**src/rtl/dlbs_pkg.sv**
```systemverilog
package dlbs_pkg;

    localparam int CFG_W       = 32;
    localparam int BIT_ENABLE  = 21;
    localparam int BIT_SEARCH  = 16;
    localparam int BIT_COMP_LO = 18;
    localparam int COMP_HI_LSB = 24;

    localparam logic [CFG_W-1:0] ENABLE_MASK = CFG_W'(1) << BIT_ENABLE;
    localparam logic [CFG_W-1:0] COMP_MASK   = (CFG_W'(1) << BIT_COMP_LO) |
                                               (CFG_W'(4'hF) << COMP_HI_LSB);
    localparam logic [CFG_W-1:0] SEARCH_MASK = CFG_W'(1) << BIT_SEARCH;
    localparam logic [CFG_W-1:0] INIT_COUNT  = CFG_W'(32'h0000_0C00);
    localparam logic [CFG_W-1:0] PHASE_SEL   = CFG_W'(32'h0000_0003);

    localparam logic [CFG_W-1:0] QUIET_CLEAR = ENABLE_MASK | COMP_MASK;
    localparam logic [CFG_W-1:0] PREP_SET    = COMP_MASK | SEARCH_MASK | INIT_COUNT | PHASE_SEL;
    localparam logic [CFG_W-1:0] ARM_SET     = ENABLE_MASK;

    typedef enum logic [2:0] {
        ST_IDLE,
        ST_QUIET,
        ST_PREP,
        ST_ARM,
        ST_POLL
    } dlbs_state_e;

    typedef enum logic [1:0] {
        STEP_NONE,
        STEP_QUIET,
        STEP_PREP,
        STEP_ARM
    } dlbs_step_e;

    typedef struct packed {
        dlbs_state_e      st;
        logic [CFG_W-1:0] cfg;
        logic             chk;
        logic             done;
        logic             fail;
    } dlbs_regs_t;

endpackage

```
**src/rtl/dlbs_tick_counter.sv**
```systemverilog
module dlbs_tick_counter #(
    parameter int W        = 8,
    parameter bit SATURATE = 1'b0
) (
    input  logic         clk,
    input  logic         rst_n,
    input  logic         clr_i,
    input  logic         tick_i,
    input  logic [W-1:0] limit_i,
    output logic         hit_o
);

    logic [W-1:0] cnt_d, cnt_q;

    generate
        if (SATURATE) begin : g_sat
            // holds at the limit; hit is a level once the limit is reached
            always_comb begin
                cnt_d = cnt_q;
                if (clr_i)
                    cnt_d = '0;
                else if (tick_i && (cnt_q != limit_i))
                    cnt_d = cnt_q + W'(1);
            end
            assign hit_o = (cnt_q == limit_i);
        end else begin : g_wrap
            // returns to zero on the tick that completes a period
            always_comb begin
                cnt_d = cnt_q;
                if (clr_i)
                    cnt_d = '0;
                else if (tick_i)
                    cnt_d = (cnt_q == limit_i - W'(1)) ? '0 : cnt_q + W'(1);
            end
            assign hit_o = tick_i && !clr_i && (cnt_q == limit_i - W'(1));
        end
    endgenerate

    always_ff @(posedge clk or negedge rst_n) begin
        if (!rst_n)
            cnt_q <= '0;
        else
            cnt_q <= cnt_d;
    end

endmodule

```
**src/rtl/dlbs_step_mask.sv**
```systemverilog
module dlbs_step_mask
    import dlbs_pkg::*;
(
    input  dlbs_step_e       step_i,
    input  logic [CFG_W-1:0] cfg_i,
    output logic [CFG_W-1:0] cfg_o
);

    always_comb begin
        unique case (step_i)
            STEP_QUIET: cfg_o = cfg_i & ~QUIET_CLEAR;
            STEP_PREP:  cfg_o = cfg_i | PREP_SET;
            STEP_ARM:   cfg_o = cfg_i | ARM_SET;
            default:    cfg_o = cfg_i;
        endcase
    end

endmodule

```
**src/rtl/dll_bringup_seq.sv**
```systemverilog
module dll_bringup_seq
    import dlbs_pkg::*;
#(
    parameter int                WAIT_US     = 1000,
    parameter int                POLL_US     = 2000,
    parameter int                TIMEOUT_US  = 1000000,
    parameter int                FREQ_W      = 32,
    parameter int                FREQ_MIN_HZ = 52000000,
    parameter logic [CFG_W-1:0]  CFG_RESET   = 32'h8F24_4100
) (
    input  logic              clk,
    input  logic              rst_n,
    input  logic              start_i,
    input  logic              clk_changed_i,
    input  logic [FREQ_W-1:0] freq_i,
    input  logic              tick_us_i,
    input  logic              lock_i,
    output logic [CFG_W-1:0]  cfg_o,
    output logic              busy_o,
    output logic              done_o,
    output logic              lock_fail_o
);

    localparam int GAP_MAX = (WAIT_US > POLL_US) ? WAIT_US : POLL_US;
    localparam int GAP_W   = $clog2(GAP_MAX + 1);
    localparam int ELAP_W  = $clog2(TIMEOUT_US + 1);

    dlbs_regs_t       r_d, r_q;
    dlbs_step_e       step;
    logic [CFG_W-1:0] cfg_next;
    logic             freq_hi, go, gap_hit, elapsed_full;
    logic [GAP_W-1:0] gap_limit;

    assign freq_hi   = freq_i > FREQ_W'(FREQ_MIN_HZ);
    assign go        = (r_q.st == ST_IDLE) && start_i && clk_changed_i && freq_hi;
    assign gap_limit = (r_q.st == ST_POLL) ? GAP_W'(POLL_US) : GAP_W'(WAIT_US);

    // step gaps and poll interval share one wrapping counter
    dlbs_tick_counter #(.W(GAP_W), .SATURATE(1'b0)) u_gap (
        .clk     (clk),
        .rst_n   (rst_n),
        .clr_i   (r_q.st == ST_IDLE),
        .tick_i  (tick_us_i),
        .limit_i (gap_limit),
        .hit_o   (gap_hit)
    );

    // time spent polling, held once the budget is used up
    dlbs_tick_counter #(.W(ELAP_W), .SATURATE(1'b1)) u_budget (
        .clk     (clk),
        .rst_n   (rst_n),
        .clr_i   (r_q.st != ST_POLL),
        .tick_i  (tick_us_i),
        .limit_i (ELAP_W'(TIMEOUT_US)),
        .hit_o   (elapsed_full)
    );

    always_comb begin
        unique case (r_q.st)
            ST_IDLE:  step = go      ? STEP_QUIET : STEP_NONE;
            ST_QUIET: step = gap_hit ? STEP_PREP  : STEP_NONE;
            ST_PREP:  step = gap_hit ? STEP_ARM   : STEP_NONE;
            default:  step = STEP_NONE;
        endcase
    end

    dlbs_step_mask u_mask (
        .step_i (step),
        .cfg_i  (r_q.cfg),
        .cfg_o  (cfg_next)
    );

    always_comb begin
        r_d      = r_q;
        r_d.cfg  = cfg_next;
        r_d.done = 1'b0;
        r_d.chk  = 1'b0;
        unique case (r_q.st)
            ST_IDLE: begin
                if (go) begin
                    r_d.st   = ST_QUIET;
                    r_d.fail = 1'b0;
                end
            end
            ST_QUIET: if (gap_hit) r_d.st = ST_PREP;
            ST_PREP:  if (gap_hit) r_d.st = ST_ARM;
            ST_ARM: begin
                if (gap_hit) begin
                    r_d.st  = ST_POLL;
                    r_d.chk = 1'b1;
                end
            end
            ST_POLL: begin
                if (r_q.chk && lock_i) begin
                    r_d.st   = ST_IDLE;
                    r_d.done = 1'b1;
                end else if (r_q.chk && elapsed_full) begin
                    r_d.st   = ST_IDLE;
                    r_d.done = 1'b1;
                    r_d.fail = 1'b1;
                end else begin
                    r_d.chk = gap_hit;
                end
            end
            default: r_d.st = ST_IDLE;
        endcase
    end

    always_ff @(posedge clk or negedge rst_n) begin
        if (!rst_n)
            r_q <= '{st: ST_IDLE, cfg: CFG_RESET, chk: 1'b0, done: 1'b0, fail: 1'b0};
        else
            r_q <= r_d;
    end

    assign cfg_o       = r_q.cfg;
    assign busy_o      = (r_q.st != ST_IDLE);
    assign done_o      = r_q.done;
    assign lock_fail_o = r_q.fail;

    a_r2_accept_starts: assert property (@(posedge clk) disable iff (!rst_n)
        (!busy_o && start_i && clk_changed_i && freq_hi) |=> busy_o);

    a_r9_busy_holds: assert property (@(posedge clk) disable iff (!rst_n)
        (busy_o && r_q.st != ST_POLL) |=> busy_o);

    a_r3_cfg_moves_only_busy: assert property (@(posedge clk) disable iff (!rst_n)
        !$stable(cfg_o) |-> busy_o);

    a_r5_enable_while_polling: assert property (@(posedge clk) disable iff (!rst_n)
        (r_q.st == ST_POLL) |-> cfg_o[BIT_ENABLE]);

    a_r7_done_single: assert property (@(posedge clk) disable iff (!rst_n)
        done_o |=> !done_o);

    a_r7_done_idle: assert property (@(posedge clk) disable iff (!rst_n)
        done_o |-> !busy_o);

    a_r8_fail_sticky: assert property (@(posedge clk) disable iff (!rst_n)
        !$stable(lock_fail_o) |-> (done_o || $rose(busy_o)));

endmodule

```
**config.mk**
```make
export PLATFORM = sky130hd
export DESIGN_NAME = dll_bringup_seq
export DESIGN_NICKNAME = d
export VERILOG_FILES = /design/src/rtl/dlbs_pkg.sv /design/src/rtl/dlbs_tick_counter.sv /design/src/rtl/dlbs_step_mask.sv /design/src/rtl/dll_bringup_seq.sv
export SDC_FILE = /design/constraint.sdc
export NUM_CORES = 1
export LEC_CHECK = 0
export BUFFER_PORTS_ARGS = -buffer_cell sky130_fd_sc_hd__buf_4
export CORE_MARGIN = 5
export CORE_UTILIZATION = 49
export CTS_BUF_LIST = sky130_fd_sc_hd__clkbuf_2
export DETAILED_ROUTE_END_ITERATION = 10
export HOLD_SLACK_MARGIN = 0.02
export PLACE_DENSITY = 0.82
export SYNTH_ARGS = -nofsm -noshare
export SYNTH_HDL_FRONTEND = slang
export SYNTH_SLANG_ARGS = --single-unit
```
**constraint.sdc**
```tcl
create_clock -name clk -period 2.56 [get_ports clk]
set_clock_uncertainty 0.1 [all_clocks]
set_input_delay 0.768 -clock clk [delete_from_list [all_inputs] [get_ports clk]]
set_output_delay 0.768 -clock clk [all_outputs]
set_load 0.005 [all_outputs]
```
==> metrics.txt <==
synthesized cell area=0.002525 mm2; Mapped Cells=284; final setup TNS=0 ns; Crit path max-delay family=simple AND/OR/NAND/NOR gates; Syn. warnings=0; H-tree depth=2; startpoint class of the critical path=register; P_leak=0.001293 uW; vias in the first global route=1986; WHS=0.2158 ns; r2r startpoint=r_q[35]$_DFFE_PN0P_; drt first pass iters=4; FF+latch count, synth=40; Core ar.=0.005042 mm2; crit path capture type=register; Via Count=2048; Synth area leader=dfrtp_1; CTS tree=done; CP max stage cell=dfrtp_1; fin crit share=93.56%; CP max FO=3; drt drc=0; CP Data Arrival Time=2.61 ns; post-synthesis sequential area ratio=39.74%; routability congestion estimate=0.8110; routed len/inst=12.73 um; placed inst area=0.002830 mm2; number of synthesized flops with an enable pin=0; Cell Pwr Density=393.0 mW/mm2; largest net degree at the start of global routing=41; grt ovf=0; largest cells by area after synthesis=dfrtp_1 38%, buf_4 10%, o21ai_0 5.2%; required time worst endpoint=2.78 ns; combinational fraction of design power=16.4%; Vias/cell=5.146; nets@finish=370; Least-Margin Pin Slew=0.5766 ns; gr usage total=16.04%; Seq pwr share=60.3%; slew margin rel.=61.42%; register clock-pin slew on the reported worst setup and hold paths=0.19 ns; clock share of power=23.4%; clk_lat worst skew=0.38 ns; Final Max Tran Viols=0; Post-DP HPWL=3913 um; Pint=820.2 uW; cells on worst reg2reg path=6; RSZ-0062 raised after global routing=no; CP max stage delay=0.44 ns; Std-Cell Rows=26; Clock Path Buffers=2; master cell of the clock root buffer=clkbuf_2; Post-synth top cells=38 x dfrtp_1, 34 x buf_4, 26 x nor2_1, 26 x o21ai_0, 19 x nand2_1; IO Pins=73; CP cell instances=or3b_4 -> mux2i_1 -> or3_4 -> nor3_1 -> ha_1 -> mux2_2; status=finished, final reports clean; reg2reg end=cfg_o[26]$_DFFE_PN1P_; Fmax=417.5 MHz; final non-filler cell area=0.002875 mm2; total CTS buffers=5; first-pass GRT wire length=8583 um; most common cell in the synthesized netlist=dfrtp_1; share of cells above drive strength 1=24.39%; antenna cells=0; Setup Fix Bufs, Post-CTS=0; top cell type's share of synthesized area=37.66%; Reg2Reg Setup Slack=0.16 ns; endpoints failing setup=0; HP Class=in -> async; Post-synth top flop=dfrtp_1; minimum clock period=2.395 ns; drt total wl=5066 um; MaxCap Viol Count=0; WP buf/inv=0; Detailed Route Iter0 Violations=189; Post-Syn Area per Cell=8.891 um2; Area Overhead vs Synth=13.88%; critical path class=reg -> reg; Synth cell types=51; cts hold-fix bufs=0; chip height=81.79 um; Final Hold Fails=0; VDD IR max=0.0002273 V; asr flop ratio synth=100.0%; Routed Antenna Nets=0; CTS sink cnt=40; die width=81.79 um; switching part of the total power=27.40%; initial cell density of the core=50.07%; die area=0.006689 mm2; IO buf count=51; Net Switching=309.6 uW; initial antenna violation count=0
flip-flops by register name (all words and copies together) (netlist names):
register	count
lock_fail_o	1
u_gap.cnt_q	11
u_budget.cnt_q	20
r_q	4
cfg_o	3
done_o	1
stage by stage:
stage,worst slack [ns],utilization (%),power (uW),instances
floorplan,0.1520,-,806.3,303
global placement,0.02794,56.13,869.2,390
detailed placement,-0.002824,56.13,876.5,390
CTS,0.1493,56.90,1149,398
global route,0.05028,57.02,1205,398
finish,0.1649,57.02,1130,398
what timing repair did:
action	4_1_cts	5_1_grt
setup endpoints to repair	0	1
endpoints found under the hold margin	0	0
gates resized for setup	0	1
power groups by stage:
stage,clock network [uW],logic (uW),registers [uW]
2_1_floorplan,0,121,685
3_3_place_gp,0,179,690
3_5_place_dp,0,186,691
4_1_cts,282,187,680
5_1_grt,308,213,684
6_report,264,185,681
how the worst max path moves through the flow:
stage                     slack [ns]                    end  cells past startpoint           startpoint
after floorplan                 0.15  cfg_o[26]$_DFFE_PN1P_                      9  r_q[35]$_DFFE_PN0P_
after global placement          0.03  cfg_o[26]$_DFFE_PN1P_                      9           freq_i[11]
after detailed placement      -0.003  cfg_o[26]$_DFFE_PN1P_                      9           freq_i[11]
after CTS                       0.15  cfg_o[26]$_DFFE_PN1P_                      6  r_q[35]$_DFFE_PN0P_
after global routing            0.05  cfg_o[26]$_DFFE_PN1P_                      6  r_q[35]$_DFFE_PN0P_
final                           0.16  cfg_o[26]$_DFFE_PN1P_                      6  r_q[35]$_DFFE_PN0P_
per-layer routing:
layer	share of wire, %	global-route usage, %
met5	0	0
met3	4.5	3.399
met2	51	27.79
met1	44	20.53
met4	0.71	3.488
cell usage in the layout (no fill, tap or decap), types with 2 or more instances in the layout:
| cell | Yosys | layout |
|---|---|---|
| clkbuf_2 | 1 | 7 |
| or3_1 | 10 | 10 |
| dfrtp_1 | 38 | 38 |
| and3_1 | 10 | 10 |
| a21oi_1 | 12 | 12 |
| or3_4 | 2 | 2 |
| ha_1 | 5 | 5 |
| buf_4 | 34 | 59 |
| nor4_1 | 7 | 7 |
| mux2i_1 | 3 | 3 |
| nand2b_1 | 4 | 4 |
| conb_1 | 2 | 21 |
| xor2_1 | 6 | 6 |
| dfstp_2 | 2 | 2 |
| or2_2 | 2 | 2 |
| xnor2_1 | 9 | 9 |
| inv_1 | 7 | 7 |
| o31ai_1 | 2 | 2 |
| nor3_1 | 8 | 8 |
| o21ai_0 | 26 | 26 |
| nor2_1 | 26 | 26 |
| and4b_1 | 2 | 2 |
| nand2_1 | 19 | 19 |
| nand3_1 | 9 | 9 |
| nand4_1 | 8 | 8 |
final cells by class:
class                      count  area [um2]
clock inverter                 1       3.754
tap                           70       87.58
multi-input combinational    214        1276
fill                         475        2167
inverter                       7       26.28
clock buffer                   7       35.03
sequential                    40        1003
timing repair buffer          59       442.9
kinds of logic (layout without fill, tap and decap cells):
logic type               count (synthesis)  in the layout  synth area share [%]
AND/OR/NAND/NOR                        117            117                 25.27
AO/OA/AOI/OAI                           51             51                 11.99
flip-flops                              40             40                 39.74
XOR/XNOR                                15             15                 5.203
other                                    2             21                0.2974
adder cells (fa/ha/maj)                  5              5                 2.478
multiplexers                             5              5                 2.230
buffers and inverters                   49             74                 12.78
Power figures use the tool's default switching activity.
